[config.mk]
export PLATFORM = sky130hd
export DESIGN_NAME = sized_alu
export DESIGN_NICKNAME = d
export VERILOG_FILES = /design/src/rtl/salu_pkg.sv /design/src/rtl/salu_arith.sv /design/src/rtl/salu_logic.sv /design/src/rtl/salu_flags.sv /design/src/rtl/sized_alu.sv
export SDC_FILE = /design/constraint.sdc
export NUM_CORES = 1
export LEC_CHECK = 0
export ABC_AREA = 1
export BUFFER_PORTS_ARGS = -buffer_cell sky130_fd_sc_hd__buf_2
export CORE_MARGIN = 5
export CORE_UTILIZATION = 61
export CTS_BUF_LIST = sky130_fd_sc_hd__clkbuf_4
export DETAILED_ROUTE_END_ITERATION = 10
export GPL_TIMING_DRIVEN = 0
export HOLD_SLACK_MARGIN = 0.12
export PLACE_DENSITY = 0.84
export SYNTH_ARGS = -nofsm -noshare
export SYNTH_HDL_FRONTEND = slang
export SYNTH_SLANG_ARGS = --single-unit
[constraint.sdc]
create_clock -name clk -period 14.42 [get_ports clk]
set_input_delay 2.884 -clock clk [delete_from_list [all_inputs] [get_ports clk]]
set_output_delay 2.884 -clock clk [all_outputs]
set_load 0.005 [all_outputs]
[src/rtl/salu_pkg.sv]
package salu_pkg;

  typedef enum logic [4:0] {
    OP_MOV  = 5'd0,
    OP_ADD  = 5'd1,
    OP_ADDC = 5'd2,
    OP_SUB  = 5'd3,
    OP_SUBC = 5'd4,
    OP_CMP  = 5'd5,
    OP_DADD = 5'd6,
    OP_AND  = 5'd7,
    OP_BIT  = 5'd8,
    OP_BIC  = 5'd9,
    OP_BIS  = 5'd10,
    OP_XOR  = 5'd11,
    OP_RRC  = 5'd12,
    OP_RRA  = 5'd13,
    OP_RRU  = 5'd14,
    OP_SWPB = 5'd15,
    OP_SXT  = 5'd16
  } alu_op_e;

  typedef enum logic [2:0] {
    CC_NE, CC_EQ, CC_NC, CC_C, CC_N, CC_GE, CC_LT, CC_ALWAYS
  } cond_e;

  typedef struct packed {
    logic v;
    logic n;
    logic z;
    logic c;
  } flags_t;

  function automatic logic writes_back(input logic [4:0] op);
    case (op)
      OP_MOV, OP_ADD, OP_ADDC, OP_SUB, OP_SUBC, OP_DADD, OP_AND,
      OP_BIC, OP_BIS, OP_XOR, OP_RRC, OP_RRA, OP_RRU, OP_SWPB, OP_SXT:
        return 1'b1;
      default: return 1'b0;
    endcase
  endfunction

  function automatic logic sets_flags(input logic [4:0] op);
    case (op)
      OP_ADD, OP_ADDC, OP_SUB, OP_SUBC, OP_CMP, OP_DADD, OP_AND, OP_BIT,
      OP_XOR, OP_RRC, OP_RRA, OP_RRU, OP_SXT:
        return 1'b1;
      default: return 1'b0;
    endcase
  endfunction

  function automatic logic is_arith(input logic [4:0] op);
    return (op >= OP_ADD) && (op <= OP_DADD);
  endfunction

  function automatic logic cond_holds(input logic [2:0] cc, input flags_t f);
    case (cc)
      CC_NE:   return !f.z;
      CC_EQ:   return f.z;
      CC_NC:   return !f.c;
      CC_C:    return f.c;
      CC_N:    return f.n;
      CC_GE:   return f.n == f.v;
      CC_LT:   return f.n != f.v;
      default: return 1'b1;
    endcase
  endfunction

endpackage

[src/rtl/salu_arith.sv]
module salu_arith
  import salu_pkg::*;
#(
  parameter int DATA_W = 16
) (
  input  logic [4:0]        op_i,
  input  logic              byte_i,
  input  logic              carry_i,
  input  logic [DATA_W-1:0] dst_i,
  input  logic [DATA_W-1:0] src_i,
  output logic [DATA_W-1:0] res_o,
  output logic              c_o,
  output logic              v_o
);
  localparam int HALF_W   = DATA_W / 2;
  localparam int DIGITS   = DATA_W / 4;
  localparam int HALF_DIG = DIGITS / 2;

  // Binary sum with carry out in the top bit.
  function automatic logic [DATA_W:0] bin_add(input logic [DATA_W-1:0] a,
                                              input logic [DATA_W-1:0] b,
                                              input logic ci);
    return {1'b0, a} + {1'b0, b} + {{DATA_W{1'b0}}, ci};
  endfunction

  // Digit-serial BCD sum; top bit is the carry out of digit stop_dig-1.
  function automatic logic [DATA_W:0] dec_add(input logic [DATA_W-1:0] a,
                                              input logic [DATA_W-1:0] b,
                                              input logic ci,
                                              input int stop_dig);
    logic [DATA_W-1:0] r;
    logic [4:0]        s;
    logic              cy;
    logic              cy_stop;
    r       = '0;
    cy      = ci;
    cy_stop = 1'b0;
    for (int k = 0; k < DIGITS; k++) begin
      s = {1'b0, a[4*k+:4]} + {1'b0, b[4*k+:4]} + {4'd0, cy};
      if (s > 5'd9) begin
        s  = s - 5'd10;
        cy = 1'b1;
      end else begin
        cy = 1'b0;
      end
      r[4*k+:4] = s[3:0];
      if (k == stop_dig - 1) cy_stop = cy;
    end
    return {cy_stop, r};
  endfunction

  logic [DATA_W-1:0] size_mask;
  logic [DATA_W-1:0] opa, opb;
  logic              sub_mode, cin_eff;
  logic [DATA_W:0]   bsum, dsum;
  logic [DATA_W-1:0] bres;
  logic              sa, sb, sr, bcar;

  always_comb begin
    size_mask = byte_i ? {{HALF_W{1'b0}}, {HALF_W{1'b1}}} : {DATA_W{1'b1}};
    sub_mode  = (op_i == OP_SUB) || (op_i == OP_SUBC) || (op_i == OP_CMP);
    case (op_i)
      OP_ADDC, OP_SUBC, OP_DADD: cin_eff = carry_i;
      OP_SUB, OP_CMP:            cin_eff = 1'b1;
      default:                   cin_eff = 1'b0;
    endcase
    opa  = dst_i & size_mask;
    opb  = (sub_mode ? ~src_i : src_i) & size_mask;
    bsum = bin_add(opa, opb, cin_eff);
    dsum = dec_add(opa, opb, cin_eff, byte_i ? HALF_DIG : DIGITS);
    bres = bsum[DATA_W-1:0] & size_mask;
    bcar = byte_i ? bsum[HALF_W] : bsum[DATA_W];
    sa   = byte_i ? opa[HALF_W-1]  : opa[DATA_W-1];
    sb   = byte_i ? opb[HALF_W-1]  : opb[DATA_W-1];
    sr   = byte_i ? bres[HALF_W-1] : bres[DATA_W-1];
    if (op_i == OP_DADD) begin
      res_o = dsum[DATA_W-1:0] & size_mask;
      c_o   = dsum[DATA_W];
      v_o   = 1'b0;
    end else begin
      res_o = bres;
      c_o   = bcar;
      v_o   = (sa == sb) && (sr != sa);
    end
  end

endmodule

[src/rtl/salu_logic.sv]
module salu_logic
  import salu_pkg::*;
#(
  parameter int DATA_W = 16
) (
  input  logic [4:0]        op_i,
  input  logic              byte_i,
  input  logic              carry_i,
  input  logic [DATA_W-1:0] dst_i,
  input  logic [DATA_W-1:0] src_i,
  output logic [DATA_W-1:0] res_o,
  output logic              c_o,
  output logic              v_o
);
  localparam int HALF_W = DATA_W / 2;

  // Right shift by one at the operand size with a chosen fill bit.
  function automatic logic [DATA_W-1:0] shr1(input logic [DATA_W-1:0] x,
                                             input logic fill,
                                             input logic bsel);
    if (bsel) return {{HALF_W{1'b0}}, fill, x[HALF_W-1:1]};
    return {fill, x[DATA_W-1:1]};
  endfunction

  logic [DATA_W-1:0] size_mask, d, s;
  logic              d_top, s_top;

  always_comb begin
    size_mask = byte_i ? {{HALF_W{1'b0}}, {HALF_W{1'b1}}} : {DATA_W{1'b1}};
    d     = dst_i & size_mask;
    s     = src_i & size_mask;
    d_top = byte_i ? d[HALF_W-1] : d[DATA_W-1];
    s_top = byte_i ? s[HALF_W-1] : s[DATA_W-1];
    res_o = '0;
    c_o   = 1'b0;
    v_o   = 1'b0;
    case (op_i)
      OP_MOV: res_o = s;
      OP_AND, OP_BIT: begin
        res_o = d & s;
        c_o   = |res_o;
      end
      OP_BIC: res_o = d & ~s;
      OP_BIS: res_o = d | s;
      OP_XOR: begin
        res_o = d ^ s;
        c_o   = |res_o;
        v_o   = d_top & s_top;
      end
      OP_RRC: begin
        res_o = shr1(d, carry_i, byte_i);
        c_o   = d[0];
      end
      OP_RRA: begin
        res_o = shr1(d, d_top, byte_i);
        c_o   = d[0];
      end
      OP_RRU: begin
        res_o = shr1(d, 1'b0, byte_i);
        c_o   = d[0];
      end
      OP_SWPB: res_o = {dst_i[HALF_W-1:0], dst_i[DATA_W-1:HALF_W]};
      OP_SXT: begin
        res_o = {{HALF_W{dst_i[HALF_W-1]}}, dst_i[HALF_W-1:0]};
        c_o   = |res_o;
      end
      default: ;
    endcase
  end

endmodule

[src/rtl/salu_flags.sv]
module salu_flags
  import salu_pkg::*;
(
  input  logic       clk,
  input  logic       rst_n,
  input  logic       upd_i,
  input  flags_t     nxt_i,
  input  logic [2:0] cond_i,
  output flags_t     flags_o,
  output logic       take_o
);

  always_ff @(posedge clk) begin
    if (!rst_n)     flags_o <= '0;
    else if (upd_i) flags_o <= nxt_i;
  end

  assign take_o = cond_holds(cond_i, flags_o);

  a_r12_hold_without_update: assert property (@(posedge clk) disable iff (!rst_n)
    !upd_i |=> $stable(flags_o));

  a_r13_always_taken: assert property (@(posedge clk) disable iff (!rst_n)
    (cond_i == CC_ALWAYS) |-> take_o);

  a_r13_ge_lt_exclusive: assert property (@(posedge clk) disable iff (!rst_n)
    (cond_i == CC_GE) |-> (take_o != cond_holds(CC_LT, flags_o)));

endmodule

[src/rtl/sized_alu.sv]
module sized_alu
  import salu_pkg::*;
#(
  parameter int DATA_W = 16
) (
  input  logic              clk,
  input  logic              rst_n,
  input  logic              op_valid,
  input  logic [4:0]        op_code,
  input  logic              byte_mode,
  input  logic              carry_in,
  input  logic [DATA_W-1:0] dst_in,
  input  logic [DATA_W-1:0] src_in,
  input  logic [2:0]        cond_code,
  output logic [DATA_W-1:0] result,
  output logic              wb_en,
  output logic              flag_v,
  output logic              flag_n,
  output logic              flag_z,
  output logic              flag_c,
  output logic              jump_take
);
  localparam int HALF_W = DATA_W / 2;

  logic              word_only, eff_byte, arith_sel;
  logic [DATA_W-1:0] a_res, l_res;
  logic              a_c, a_v, l_c, l_v;
  logic              res_msb, res_zero, flag_upd;
  flags_t            nxt_flags, cur_flags;

  assign word_only = (op_code == OP_SWPB) || (op_code == OP_SXT);
  assign eff_byte  = byte_mode && !word_only;
  assign arith_sel = is_arith(op_code);

  salu_arith #(.DATA_W(DATA_W)) u_arith (
    .op_i(op_code), .byte_i(eff_byte), .carry_i(carry_in),
    .dst_i(dst_in), .src_i(src_in), .res_o(a_res), .c_o(a_c), .v_o(a_v)
  );

  salu_logic #(.DATA_W(DATA_W)) u_logic (
    .op_i(op_code), .byte_i(eff_byte), .carry_i(carry_in),
    .dst_i(dst_in), .src_i(src_in), .res_o(l_res), .c_o(l_c), .v_o(l_v)
  );

  assign result   = arith_sel ? a_res : l_res;
  assign wb_en    = op_valid && writes_back(op_code);
  assign res_msb  = eff_byte ? result[HALF_W-1] : result[DATA_W-1];
  assign res_zero = eff_byte ? (result[HALF_W-1:0] == '0) : (result == '0);
  assign flag_upd = op_valid && sets_flags(op_code);

  always_comb begin
    nxt_flags.v = arith_sel ? a_v : l_v;
    nxt_flags.n = res_msb;
    nxt_flags.z = res_zero;
    nxt_flags.c = arith_sel ? a_c : l_c;
  end

  salu_flags u_flags (
    .clk(clk), .rst_n(rst_n), .upd_i(flag_upd), .nxt_i(nxt_flags),
    .cond_i(cond_code), .flags_o(cur_flags), .take_o(jump_take)
  );

  assign flag_v = cur_flags.v;
  assign flag_n = cur_flags.n;
  assign flag_z = cur_flags.z;
  assign flag_c = cur_flags.c;

  a_r1_byte_upper_clear: assert property (@(posedge clk) disable iff (!rst_n)
    (op_valid && byte_mode && !word_only) |-> (result[DATA_W-1:HALF_W] == '0));

  a_r3_compare_no_writeback: assert property (@(posedge clk) disable iff (!rst_n)
    (op_code == OP_CMP || op_code == OP_BIT) |-> !wb_en);

  a_r5_zero_captured: assert property (@(posedge clk) disable iff (!rst_n)
    (op_valid && sets_flags(op_code) && result == '0) |=> flag_z);

  a_r11_flags_kept: assert property (@(posedge clk) disable iff (!rst_n)
    (op_valid && (op_code == OP_MOV || op_code == OP_BIC || op_code == OP_BIS
                  || op_code == OP_SWPB))
    |=> $stable({flag_v, flag_n, flag_z, flag_c}));

  a_r14_unassigned_quiet: assert property (@(posedge clk) disable iff (!rst_n)
    (op_code > OP_SXT) |-> (!wb_en && result == '0));

endmodule

### Word-level counts from Yosys, hierarchy flattened

Memory sizes are Yosys's and may differ from the RTL's.
Cells that the tools add are included.

* $lt $le $gt $ge: 6
* multiplexer cells: 43
* equality and inequality tests: 28
* $add $sub $neg: 15
* bitwise gates (word level): 12
* reductions and logical operators: 23

Operators by type and width (number)
* 2-to-1 mux 16 bit: 10
* case mux 16 bit (10 select lines): 1
* bitwise AND 16 bit: 7
* == test 3 x 32 -> 1 bit (first input constant): 2
* == test 5 x 4 -> 1 bit (second input constant): 8
* == test 2 x 32 -> 1 bit (first input constant): 1
* zero test 32 bit: 1
* NOT 16 bit: 2
* OR reduction 16 bit: 2
* subtractor 32 x 2 -> 32 bit (second input constant): 1
* 2-to-1 mux 1 bit: 24
* adder 4 x 4 -> 5 bit: 4
* adder 5 x 1 -> 5 bit: 4
* == test 5 x 3 -> 1 bit (second input constant): 4
* greater-than comparator 5 x 4 -> 1 bit (second input constant): 4
* adder 16 x 16 -> 17 bit: 1
* adder 17 x 1 -> 17 bit: 1
* zero test 16 bit: 1
* 2-to-1 mux 4 bit: 4
* bitwise OR 16 bit: 1
* subtractor 4 bit (second input constant): 4
* bitwise XOR 16 bit: 1
* == test 5 x 2 -> 1 bit (second input constant): 2
* == test 3 bit (second input constant): 3
* other kinds (21): 34

* bits in read-only memories: 64
* bits of input ports: 45
* output and inout port bits: 22
* register bits: 4
* memories: 2

Memory list
* (name not given): depth 32, bits a word 1, rd ports 1, clocked after memory_dff 0, wr ports 0, RTL line salu_pkg.sv:35 `case (op)`
* (name not given): depth 32, bits a word 1, rd ports 1, clocked after memory_dff 0, wr ports 0, RTL line salu_pkg.sv:44 `case (op)`

### Depth between registers and ports, before layout

* word-level depth: 24
* depth in mapped cells: 61
* mapped depth without buffers: 59

### Hierarchy

A second synthesis with hierarchy kept.

* cell total of the unflattened synthesis: 949
* area, all modules: 4872.2 um^2

By module, submodules not included
* salu_arith: cells an instance 394, area each 2125.8 um^2, instances 1
* salu_logic: cells an instance 375, area each 1846.8 um^2, instances 1
* sized_alu: cells an instance 143, area each 679.4 um^2, instances 1
* salu_flags: cells an instance 37, area each 220.2 um^2, instances 1

### Worst setup path after synthesis

No wires, ideal clock.

* path kind: in2out
* start: in op_code[1]
* end: out result[15]
* path slack: 1.394 ns
* data arrival time: 10.142 ns
* path buffers: 2
* cell stages on the path: 48
* required time: 11.536 ns
* cell sequence: inv_1 > ha_1 > inv_1 > o31ai_1 > buf_2 > buf_2 > xor2_1 > fa_1 > nand2_1 > nand2_1 > xnor2_1 > ha_1 > inv_1 > a21oi_1 > inv_1 > nand3_1 > nand2_1 > fa_1 > [12 not listed] > nand3_1 > nand2_1 > inv_1 > fa_1 > inv_1 > fa_1 > inv_1 > ha_1 > nand2_1 > nand2_1 > inv_1 > nand2_1 > nand2_1 > nand2_1 > nand2_1 > nand2_1 > nand3_1 > nand2_1

* word-level cells in the longest chain between the ends: 21

RTL lines
* from (decl): RTL line sized_alu.sv:9 `input logic [4:0] op_code,`
* == test 5 x 2 -> 1 bit or == test 5 x 3 -> 1 bit (tied branches): RTL line salu_arith.sv:61, salu_arith.sv:62
* logical OR 1 bit (2 in series): RTL line salu_arith.sv:61 `sub_mode = (op_i == OP_SUB) || (op_i == OP_SUBC) || (op_i == OP_CMP);`
* 2-to-1 mux 16 bit: RTL line salu_arith.sv:68 `opb = (sub_mode ? ~src_i : src_i) & size_mask;`
* bitwise AND 16 bit: RTL line salu_arith.sv:68
* adder 4 x 4 -> 5 bit: RTL line salu_arith.sv:39 `s = {1'b0, a[4*k+:4]} + {1'b0, b[4*k+:4]} + {4'd0, cy};`
* adder 5 x 1 -> 5 bit: RTL line salu_arith.sv:39
* greater-than comparator 5 x 4 -> 1 bit: RTL line salu_arith.sv:40 `if (s > 5'd9) begin`
* 2-to-1 mux 1 bit: RTL line salu_arith.sv:40
* [4 not listed]
* greater-than comparator 5 x 4 -> 1 bit: RTL line salu_arith.sv:40
* 2-to-1 mux 1 bit: RTL line salu_arith.sv:40
* adder 5 x 1 -> 5 bit: RTL line salu_arith.sv:39
* subtractor 4 bit or greater-than comparator 5 x 4 -> 1 bit (tied branches): RTL line salu_arith.sv:41, salu_arith.sv:40
* 2-to-1 mux 4 bit: RTL line salu_arith.sv:40
* bitwise AND 16 bit: RTL line salu_arith.sv:77 `res_o = dsum[DATA_W-1:0] & size_mask;`
* 2-to-1 mux 16 bit: RTL line salu_arith.sv:76 `if (op_i == OP_DADD) begin`
* 2-to-1 mux 16 bit (*): RTL line sized_alu.sv:45 `assign result = arith_sel ? a_res : l_res;`
* to (decl): RTL line sized_alu.sv:15 `output logic [DATA_W-1:0] result,`

Mark *: on every way between the ends. The rest lies on a longest branch, timed or not. The select of a mux whose other input is x is not followed.

### Worst setup path in the final report

Same ends and word-level chain as after synthesis.

==> flow_summary.ini <==
[outcome]
status = complete, no violations

[sta]
fmax_mhz = 71.56
worst_slew_pin_slew_ps = 781.5
hold_viol_final = 0
skew_ps = 0
worst_slack_ps = 446.1
fin_crit_sh = 0.9691
setup_violations = 0
slew_headroom = 0.4771
min_period_ps = 13970
final_max_slew_viol_count = 0
tns_ps = 0

[placed_design]
dp_hpwl_microns = 14310
dp_slack_ps = -301.9
gp_congestion = 1.049
place_area_sq_um = 5066
io_buffer_count = 66

[global_routing]
grt_max_degree = 11
grt_pass1_vias = 5739
antenna_found_initial = 0
overflow = 0
grt_pass1_wl_microns = 27310
gr-usage-all-layers = 0.3491

[synth]
syn_nets = 988
ys_warn_count = 0
synthFlopType = dfxtp_1
synth_area_sq_um = 4612
syn-mean-instance-area_sq_um = 5.350
synth_edf_count = 0
ys_types = 41
async_reset_ff_frac = 0
synth.area.top_cells = nand2_1, ha_1, inv_1
synth_seq_cells = 4
synth-seq-area-share = 0.01736
yosysTopAreaCell = nand2_1
synth_top_area_frac = 0.2320
postSynthCellCount = 862

[clock_network]
h-tree-depth = 1
numCtsBuffers = 3
clock-sinks = 4
cts_hold_buf = 0
ctsRootBufferMaster = clkbuf_4
clkSlewWorstSetupHoldPaths_ps = 40
cts_buffer_depth = 2
clk_latency_ps = 240
cts_tree = built

[layout]
mostFrequentLayoutCells = nand2_1, inv_1, buf_2
top_regs = u_flags.flags_o: 4 flops
multi_input_area_sq_um = 3973
nets = 1062
area_growth_pct = 12.78
largest_reg_flops = 4
regMostFlops = u_flags.flags_o
seqCellArea_sq_um = 80.08
fin_util = 0.7133
drive_gt1_frac = 0.1253
postLayoutCellArea_sq_um = 5201
layout_commonest_cell = nand2_1
diodes = 0
fill_cells = 704

[worst_setup_path]
critical_path.most_common_cell = inv_1
cpLargestDelayFamily = adder cells
startpoint_type = input pin
critPathArrivalTime_ps = 11090
path_max_fanout = 10
cp.required_ps = 11540
endpoint_kind = primary output
crit_buf_inv = 15
critPathSlowestCell = fa_2
criticalPathCategory = in -> out
max_stage_delay_ps = 570

[floorplanning]
row_count = 31
design.core.area_sq_um = 7292
die_w_microns = 96.95
ios = 67
die-area_sq_um = 9399
start_util = 0.6325
dieHeight_microns = 96.95

[power]
p_leak_nw = 3.101
p_total_w = 0.0002636
vdd_drop_max_mv = 0.03786
powerDensity_nw_per_um2 = 50.68

[route]
wl_microns = 17390
ant_nets = 0
vias = 6103
vias_per_cell = 5.908
dr.pass1.iters = 7
routedWlPerCell_microns = 16.83
drt-initial-drc-count = 595
drc = 0

[run]
cap_violations = 0

[hold_path]
hp-class = reg -> reg
synth_stat cells (all sizes together) (4+ instances only):
library cell,count
a21oi,45
buf,12
clkbuf,7
dfxtp,4
fa,7
ha,74
inv,146
nand2,287
nand3,75
nand4,23
nor2,74
nor4,8
o211ai,5
o21ai,46
xnor2,5
xor2,13
worst min-delay path, stage by stage, from the launching register on:
cell	delay (ps)
dfxtp_1	310
nand2_1	60
a21oi_1	50
worst paths after layout:
kind	from	endpoint	slack (ps)	cells past startpoint
setup / recovery	op_code[1]	result[15]	450	53
setup reg to reg	u_flags.flags_o[3]	u_flags.flags_o[3]	13610	2
hold / removal	u_flags.flags_o[0]	u_flags.flags_o[0]	480	2
hold reg to reg	u_flags.flags_o[0]	u_flags.flags_o[0]	480	2
cell type report:
type	instances	area share
Multi-Input combinational cell	693	0.7638
Inverter	146	0.1054
Timing Repair Buffer	69	0.06784
Tap cell	99	0.02382
Buffer	19	0.01949
Sequential cell	4	0.01540
Clock buffer	3	0.004330
per-layer routing:
layer,track usage,vias to the layer above,wire length (microns)
met5,0,-,0
met4,0.1425,0,773
met3,0.07842,77,2064
met2,0.5648,394,7517
met1,0.4456,2724,7030
li1,-,2908,-
per-stage QoR:
step                hold slack, ps  std cells
floorplan                    472.2        862
global placement             466.9       1027
detailed placement           474.7       1027
CTS                          480.9       1030
global route                 508.4       1033
finish                       482.2       1033
power breakdown:
part | leakage, nW | internal (W) | total, W | switching, W
logic | 3.05 | 0.0000838 | 0.000237 | 0.000153
clock network | 0.0138 | 0.00000935 | 0.0000145 | 0.00000515
registers | 0.0326 | 0.0000117 | 0.0000122 | 0.000000460
total | 3.10 | 0.000105 | 0.000264 | 0.000159
logic make-up (layout without fill, tap and decap cells):
kind of cell | after synthesis | count (layout) | synth area share
flip-flops | 4 | 4 | 0.01736
AND/OR/NAND/NOR | 479 | 479 | 0.4400
buffers and inverters | 165 | 237 | 0.1389
adder cells (fa/ha/maj) | 81 | 81 | 0.2311
XOR/XNOR | 18 | 18 | 0.03418
multiplexers | 1 | 1 | 0.002170
AO/OA/AOI/OAI | 114 | 114 | 0.1362
what timing repair did:
action,in CTS,in global routing
endpoints found under the setup margin,3,3
buffers inserted,0,3
pin swaps,0,5
gates resized for setup,4,19
No activity file was read; power rests on OpenSTA's default activity.
